===== src/rtl/tlb_pair_pkg.sv =====
package tlb_pair_pkg;
  localparam int TLB_DW = 32;

  typedef struct packed {
    logic [TLB_DW-1:0] pgmask;
    logic [TLB_DW-1:0] hi;
    logic [TLB_DW-1:0] lo0;
    logic [TLB_DW-1:0] lo1;
  } tlb_entry_t;

  typedef enum logic [1:0] {
    WSEL_NONE = 2'd0,
    WSEL_IDX  = 2'd1,
    WSEL_RAND = 2'd2
  } wsel_e;
endpackage


===== src/rtl/tlb_rand_ctr.sv =====
module tlb_rand_ctr #(
  parameter int N_ENTRIES = 16,
  parameter int IDX_W     = $clog2(N_ENTRIES)
) (
  input  logic             clk_i,
  input  logic             rst_ni,
  input  logic [IDX_W-1:0] wired_i,
  output logic [IDX_W-1:0] rnd_o
);
  localparam logic [IDX_W-1:0] TOP = IDX_W'(N_ENTRIES - 1);

  logic [IDX_W-1:0] rnd_q;

  always_ff @(posedge clk_i or negedge rst_ni) begin
    if (!rst_ni)               rnd_q <= TOP;
    else if (rnd_q <= wired_i) rnd_q <= TOP;
    else                       rnd_q <= rnd_q - 1'b1;
  end

  assign rnd_o = rnd_q;
endmodule


===== src/rtl/tlb_write_fmt.sv =====
module tlb_write_fmt
  import tlb_pair_pkg::*;
#(
  parameter int HI_G_BIT = 12,
  parameter int LO_G_BIT = 0
) (
  input  logic [TLB_DW-1:0] pgmask_i,
  input  logic [TLB_DW-1:0] hi_i,
  input  logic [TLB_DW-1:0] lo0_i,
  input  logic [TLB_DW-1:0] lo1_i,
  output tlb_entry_t        ent_o
);
  logic glob;

  always_comb begin
    glob              = lo0_i[LO_G_BIT] & lo1_i[LO_G_BIT];
    ent_o.pgmask      = pgmask_i;
    ent_o.hi          = hi_i & ~pgmask_i;
    ent_o.hi[HI_G_BIT]= glob;
    ent_o.lo0         = lo0_i;
    ent_o.lo0[LO_G_BIT] = 1'b0;
    ent_o.lo1         = lo1_i;
    ent_o.lo1[LO_G_BIT] = 1'b0;
  end
endmodule


===== src/rtl/tlb_read_fmt.sv =====
module tlb_read_fmt
  import tlb_pair_pkg::*;
#(
  parameter int HI_G_BIT = 12,
  parameter int LO_G_BIT = 0
) (
  input  tlb_entry_t ent_i,
  output tlb_entry_t view_o
);
  logic glob;

  always_comb begin
    glob                 = ent_i.hi[HI_G_BIT];
    view_o.pgmask        = ent_i.pgmask;
    view_o.hi            = ent_i.hi & ~ent_i.pgmask;
    view_o.hi[HI_G_BIT]  = 1'b0;
    view_o.lo0           = ent_i.lo0;
    view_o.lo0[LO_G_BIT] = glob;
    view_o.lo1           = ent_i.lo1;
    view_o.lo1[LO_G_BIT] = glob;
  end
endmodule


===== src/rtl/tlb_entry_store.sv =====
module tlb_entry_store
  import tlb_pair_pkg::*;
#(
  parameter int N_ENTRIES = 16,
  parameter int IDX_W     = $clog2(N_ENTRIES)
) (
  input  logic             clk_i,
  input  logic             rst_ni,
  input  logic             we_i,
  input  logic [IDX_W-1:0] waddr_i,
  input  tlb_entry_t       wdata_i,
  input  logic [IDX_W-1:0] raddr_i,
  output tlb_entry_t       rdata_o
);
  tlb_entry_t mem [N_ENTRIES];

  for (genvar g = 0; g < N_ENTRIES; g++) begin : g_ent
    always_ff @(posedge clk_i or negedge rst_ni) begin
      if (!rst_ni)                                 mem[g] <= '0;
      else if (we_i && (waddr_i == IDX_W'(g)))     mem[g] <= wdata_i;
    end
  end

  // slots beyond N_ENTRIES read as zero
  always_comb begin
    rdata_o = '0;
    if (int'(raddr_i) < N_ENTRIES) rdata_o = mem[raddr_i];
  end
endmodule


===== src/rtl/tlb_pair_array.sv =====
module tlb_pair_array
  import tlb_pair_pkg::*;
#(
  parameter int N_ENTRIES = 16,
  parameter int IDX_W     = $clog2(N_ENTRIES),
  parameter int DATA_W    = TLB_DW,
  parameter int HI_G_BIT  = 12,
  parameter int LO_G_BIT  = 0
) (
  input  logic              clk_i,
  input  logic              rst_ni,
  input  logic [IDX_W-1:0]  index_i,
  input  logic [IDX_W-1:0]  wired_i,
  input  logic [DATA_W-1:0] stg_pgmask_i,
  input  logic [DATA_W-1:0] stg_hi_i,
  input  logic [DATA_W-1:0] stg_lo0_i,
  input  logic [DATA_W-1:0] stg_lo1_i,
  input  logic              rd_i,
  input  logic              wr_i,
  input  logic              wr_rand_i,
  output logic              rd_valid_o,
  output logic [DATA_W-1:0] rd_pgmask_o,
  output logic [DATA_W-1:0] rd_hi_o,
  output logic [DATA_W-1:0] rd_lo0_o,
  output logic [DATA_W-1:0] rd_lo1_o,
  output logic [IDX_W-1:0]  random_o
);
  logic [IDX_W-1:0] rnd;
  logic [IDX_W-1:0] waddr;
  wsel_e            wsel;
  tlb_entry_t       wdata, rdata, rview, rd_q;
  logic             rd_valid_q;

  tlb_rand_ctr #(.N_ENTRIES(N_ENTRIES), .IDX_W(IDX_W)) u_rnd (
    .clk_i(clk_i), .rst_ni(rst_ni), .wired_i(wired_i), .rnd_o(rnd)
  );

  tlb_write_fmt #(.HI_G_BIT(HI_G_BIT), .LO_G_BIT(LO_G_BIT)) u_wfmt (
    .pgmask_i(stg_pgmask_i), .hi_i(stg_hi_i), .lo0_i(stg_lo0_i),
    .lo1_i(stg_lo1_i), .ent_o(wdata)
  );

  // indexed write wins over random write
  always_comb begin
    if (wr_i)           wsel = WSEL_IDX;
    else if (wr_rand_i) wsel = WSEL_RAND;
    else                wsel = WSEL_NONE;
    waddr = (wsel == WSEL_IDX) ? index_i : rnd;
  end

  tlb_entry_store #(.N_ENTRIES(N_ENTRIES), .IDX_W(IDX_W)) u_store (
    .clk_i(clk_i), .rst_ni(rst_ni), .we_i(wsel != WSEL_NONE),
    .waddr_i(waddr), .wdata_i(wdata), .raddr_i(index_i), .rdata_o(rdata)
  );

  tlb_read_fmt #(.HI_G_BIT(HI_G_BIT), .LO_G_BIT(LO_G_BIT)) u_rfmt (
    .ent_i(rdata), .view_o(rview)
  );

  always_ff @(posedge clk_i or negedge rst_ni) begin
    if (!rst_ni) begin
      rd_q       <= '0;
      rd_valid_q <= 1'b0;
    end else begin
      rd_valid_q <= rd_i;
      if (rd_i) rd_q <= rview;
    end
  end

  assign rd_valid_o  = rd_valid_q;
  assign rd_pgmask_o = rd_q.pgmask;
  assign rd_hi_o     = rd_q.hi;
  assign rd_lo0_o    = rd_q.lo0;
  assign rd_lo1_o    = rd_q.lo1;
  assign random_o    = rnd;
endmodule


===== config.mk =====
export PLATFORM = sky130hd
export DESIGN_NAME = tlb_pair_array
export DESIGN_NICKNAME = d
export VERILOG_FILES = /design/src/rtl/tlb_pair_pkg.sv /design/src/rtl/tlb_rand_ctr.sv /design/src/rtl/tlb_write_fmt.sv /design/src/rtl/tlb_read_fmt.sv /design/src/rtl/tlb_entry_store.sv /design/src/rtl/tlb_pair_array.sv
export SDC_FILE = /design/constraint.sdc
export NUM_CORES = 2
export LEC_CHECK = 0
export BUFFER_PORTS_ARGS = -buffer_cell sky130_fd_sc_hd__buf_2
export CAP_MARGIN = 15
export CORE_MARGIN = 2
export CORE_UTILIZATION = 50
export CTS_CLUSTER_DIAMETER = 150
export CTS_CLUSTER_SIZE = 28
export DETAILED_ROUTE_END_ITERATION = 7
export GPL_TIMING_DRIVEN = 0
export PLACE_DENSITY_LB_ADDON = 0.05
export SKIP_CTS_REPAIR_TIMING = 1
export SLEW_MARGIN = 20
export SYNTH_ARGS = -nofsm -noshare
export SYNTH_HDL_FRONTEND = slang
export SYNTH_HIERARCHICAL = 1
export SYNTH_SLANG_ARGS = --single-unit

===== constraint.sdc =====
create_clock -name clk_i -period 2.45 [get_ports clk_i]
set_input_delay 0.1225 -clock clk_i [delete_from_list [all_inputs] [get_ports clk_i]]
set_output_delay 0.1225 -clock clk_i [all_outputs]
set_load 0.01 [all_outputs]

## Word-level counts from Yosys, hierarchy flattened

Cells that the tools add are included.

- Output and inout bits: 133
- ROM bits: 0
- RAM bits: 0
- Memories kept: 0
- Register bits: 2148
- Latch bits: 0

- Bitwise operators: 6
- Reduce and logical (&&, ||, !) cells: 18
- Div/mod/pow operators: 0
- $mul: 0
- Magnitude comparators: 2
- Add/sub/neg operators: 1
- Shifts and indexed selects: 0
- Multiplexer cells: 7
- Equal/unequal tests: 16

Operator list:

| kind | number |
|---|---|
| binary-select mux 128 bit (select 4 bit) | 1 |
| 2-to-1 mux 128 bit | 2 |
| bitwise AND 32 bit | 2 |
| inverter 32 bit | 2 |
| == test 4 bit, second input constant | 8 |
| == test 4 x 3 -> 1 bit, second input constant | 4 |
| logical AND 1 bit | 16 |
| == test 4 x 2 -> 1 bit, second input constant | 2 |
| 2-to-1 mux 4 bit | 2 |
| greater-or-equal comparator 5 bit, second input constant | 1 |
| inverter 4 -> 5 bit | 1 |
| == test 4 x 1 -> 1 bit, second input constant | 1 |
| less-or-equal comparator 4 bit | 1 |
| logical NOT 4 bit | 1 |
| 2-to-1 mux 2 bit | 2 |
| subtractor 4 x 1 -> 4 bit, second input constant | 1 |
| == test 2 x 1 -> 1 bit, second input constant | 1 |
| nonzero test 2 bit | 1 |
| bitwise AND 1 bit | 1 |

## Depth between registers and ports, before layout

- Depth after elaboration: 6
- Depth in mapped cells: 10
- Gate-level depth less buffers: 6

## By module

Netlist, hierarchy kept.

By module, submodules not included:

| module | area an instance (µm²) | cells each | times used | sequential area each (µm²) |
|---|---|---|---|---|
| tlb_entry_store | 91546.6 | 5433 | 1 | 51249.2 |
| tlb_pair_array | 4898.4 | 276 | 1 | 3228.1 |
| tlb_write_fmt | 1164.9 | 130 | 1 | 0.0 |
| tlb_read_fmt | 1158.6 | 129 | 1 | 0.0 |
| tlb_rand_ctr | 277.8 | 26 | 1 | 105.1 |

## Worst setup path before layout

Ideal clock, no wire load.

- Kind: input -> register
- From: input index_i[1]
- To: register rd_q, in the netlist rd_pgmask_o[27]
- Data required time: 2.325 ns
- Data arrival time: 2.152 ns
- Library setup time: 0.125 ns
- Cell stages on the path: 8
- Path buffers: 5
- Slack: 0.173 ns
- Cell sequence: buf_2 > buf_6 > buf_2 > clkbuf_1 > mux4_2 > mux4_2 > buf_4 > mux2_2

RTL lines:

| what | line | RTL |
|---|---|---|
| from (decl) | tlb_pair_array.sv:12 | `input logic [IDX_W-1:0] index_i,` |
| to (signal assigned) | tlb_pair_array.sv:66 | `if (rd_i) rd_q <= rview;` |
| to (decl) | tlb_pair_array.sv:31 | `tlb_entry_t wdata, rdata, rview, rd_q;` |

==> run metrics <==
GR Overflow Total=0; Post-Route WL=306000 um; die area=0.199 mm2; met1 GRT Util=43.1%; Die Wd=446 um; clock skew=0.0291 ns; worst min path class=input pin to async pin; Req. time, crit path=3.17 ns; VDD IR max=0.566 mV; # DRC=0; Post-Syn Instances=5915; dpl hpwl=209000 um; Ys Warns=6; outcome=finished with violations; vias per cell=6.14; startpoint types=input pin; RD Place Congestion=0.845; drt wl/cell=34.1 um; non-filler instance count after layout=8966; initial antenna violation count=15; Final Util=55.4%; Final setup viols=63; WS Path Type=input pin to register; CP delay by family, top=buffers and inverters; Max-slew headroom=16.8%; commonest non-fill, non-tap cells in the layout=dfrtp_1, mux2_2, mux4_2; number of fill cells in the layout=15597; CTS tree=built; clock slew at reported path FFs=0.11 ns; share of layout cells above drive strength 1=54.0%; CP Max Fanout=10; first-pass iteration count of the detailed router=7; CP most frequent cell=buf_4; commonest non-fill, non-tap cell in the layout=dfrtp_1; first-pass GRT wire length=430000 um; clock root cell=clkbuf_16; post-synthesis net count=6061; GRT Util Overall=30.8%; max incr delay on CP=0.61 ns; die extent in y=446 um; Detail Route Antenna Nets=0; M2 GR Usage=48.5%; initial drt markers=4806; Row Count=162; Max Fclk=0.396 GHz; core area=0.194 mm2; Mapped Area=0.0976 mm2; Max Cap Viol=0; Initial Util=50.2%; Final Hold Viols=286; worst-margin pin slew=1.25 ns; failing checks=hold timing, setup timing; Max Buffers Root-to-Sink=3; CP endpoint kind=register; slowest stage cell, crit path=clkbuf_2; clock sinks=2149; pin count of the biggest net entering global routing=141; post-route minimum period=2.52 ns; worst hold slack=-0.752 ns; latest clock arrival within the worst-skew pair=0.79 ns; vias=55060; worst setup margin=-0.0741 ns; max-slew violations=0; CP cell instances=buf_2, buf_4, buf_2, buf_4, buf_6, clkbuf_2, a211oi_1, a21oi_1, buf_4, mux2_2; CP arrival=3.24 ns; final-stage net count=6547; syn_area_per_cell=16.5 um2; power per cell area=1070 mW/mm2; M3 GR Usage=4.41%; vias in the first global route=56147; Port Buffer Count=209; TritonCTS Buffers=86; H-tree Lvls=3; # placed instances=8705; Period Utilization, post-route=103%; WP buf/inv=7; Pleak=47.3 nW; GR peak layer=met2; Syn-to-layout area delta=10.4%; # IOs=274
[report_power, final]
group	switching, mW	internal, mW	leakage (nW)
Clock	11.3	6.65	1.13
Sequential	8.16	52.1	26.8
Combinational	14.1	23.3	19.5
Total	33.5	82.1	47.3
[state kept, by name (all words and copies together), names as in the netlist]
register,flops
u_store/mem,2016
rd_hi_o,32
rd_lo0_o,32
rd_lo1_o,32
rd_pgmask_o,32
u_rnd/rnd_o,4
rd_valid_o,1
[stage by stage]
step                      setup WS, ns  cell area [um2]  setup TNS (ns)  power (mW)  hold WS [ns]
after floorplan                  0.173            97600               0        86.0        -0.173
after global placement          -47.08           102000               -        96.2         0.278
after detailed placement         -1.97           103000         -963.05        97.9         0.104
after CTS                        -1.12           105000         -777.01         116        -0.748
after global routing           -0.0512           108000           -2.87         121        -0.704
final                          -0.0741           108000          -0.936         116        -0.752
[routing by layer]
layer | wire, um | vias up | share of wire, %
li1 | - | 22561 | -
met1 | 130000 | 30595 | 43
met2 | 144000 | 1510 | 47
met3 | 17200 | 392 | 5.6
met4 | 15000 | 2 | 4.9
met5 | 17 | - | 0.0056
[final cells by class]
| type | instances | area (um2) | area share (%) |
|---|---|---|---|
| Sequential cell | 2149 | 53800 | 49.9 |
| Multi-Input combinational cell | 3044 | 39900 | 37.1 |
| Buffer | 714 | 4880 | 4.53 |
| Timing Repair Buffer | 400 | 3630 | 3.37 |
| Tap cell | 2542 | 3180 | 2.95 |
| Clock buffer | 98 | 2260 | 2.10 |
| Clock inverter | 6 | 45.0 | 0.0418 |
| Inverter | 6 | 22.5 | 0.0209 |
| Antenna cell | 7 | 17.5 | 0.0163 |
[path summary, 6_finish.rpt]
path | cells after the start | end | slack (ns) | start
worst max-delay path | 10 | rd_lo0_o[8] | -0.07 | index_i[2]
worst min-delay path | 1 | u_store/mem[1480] | -0.75 | rst_ni
worst max register to register | 7 | u_store/mem[692] | -0.03 | u_rnd/rnd_o[3]
worst min register to register | 1 | u_store/mem[1022] | 0.50 | u_store/mem[1022]
max in group asynchronous | 5 | u_store/mem[1917] | 0.54 | rst_ni
min in group clk_i | 3 | u_store/mem[848] | 0 | stg_pgmask_i[16]
Power figures use the tool's default switching activity.
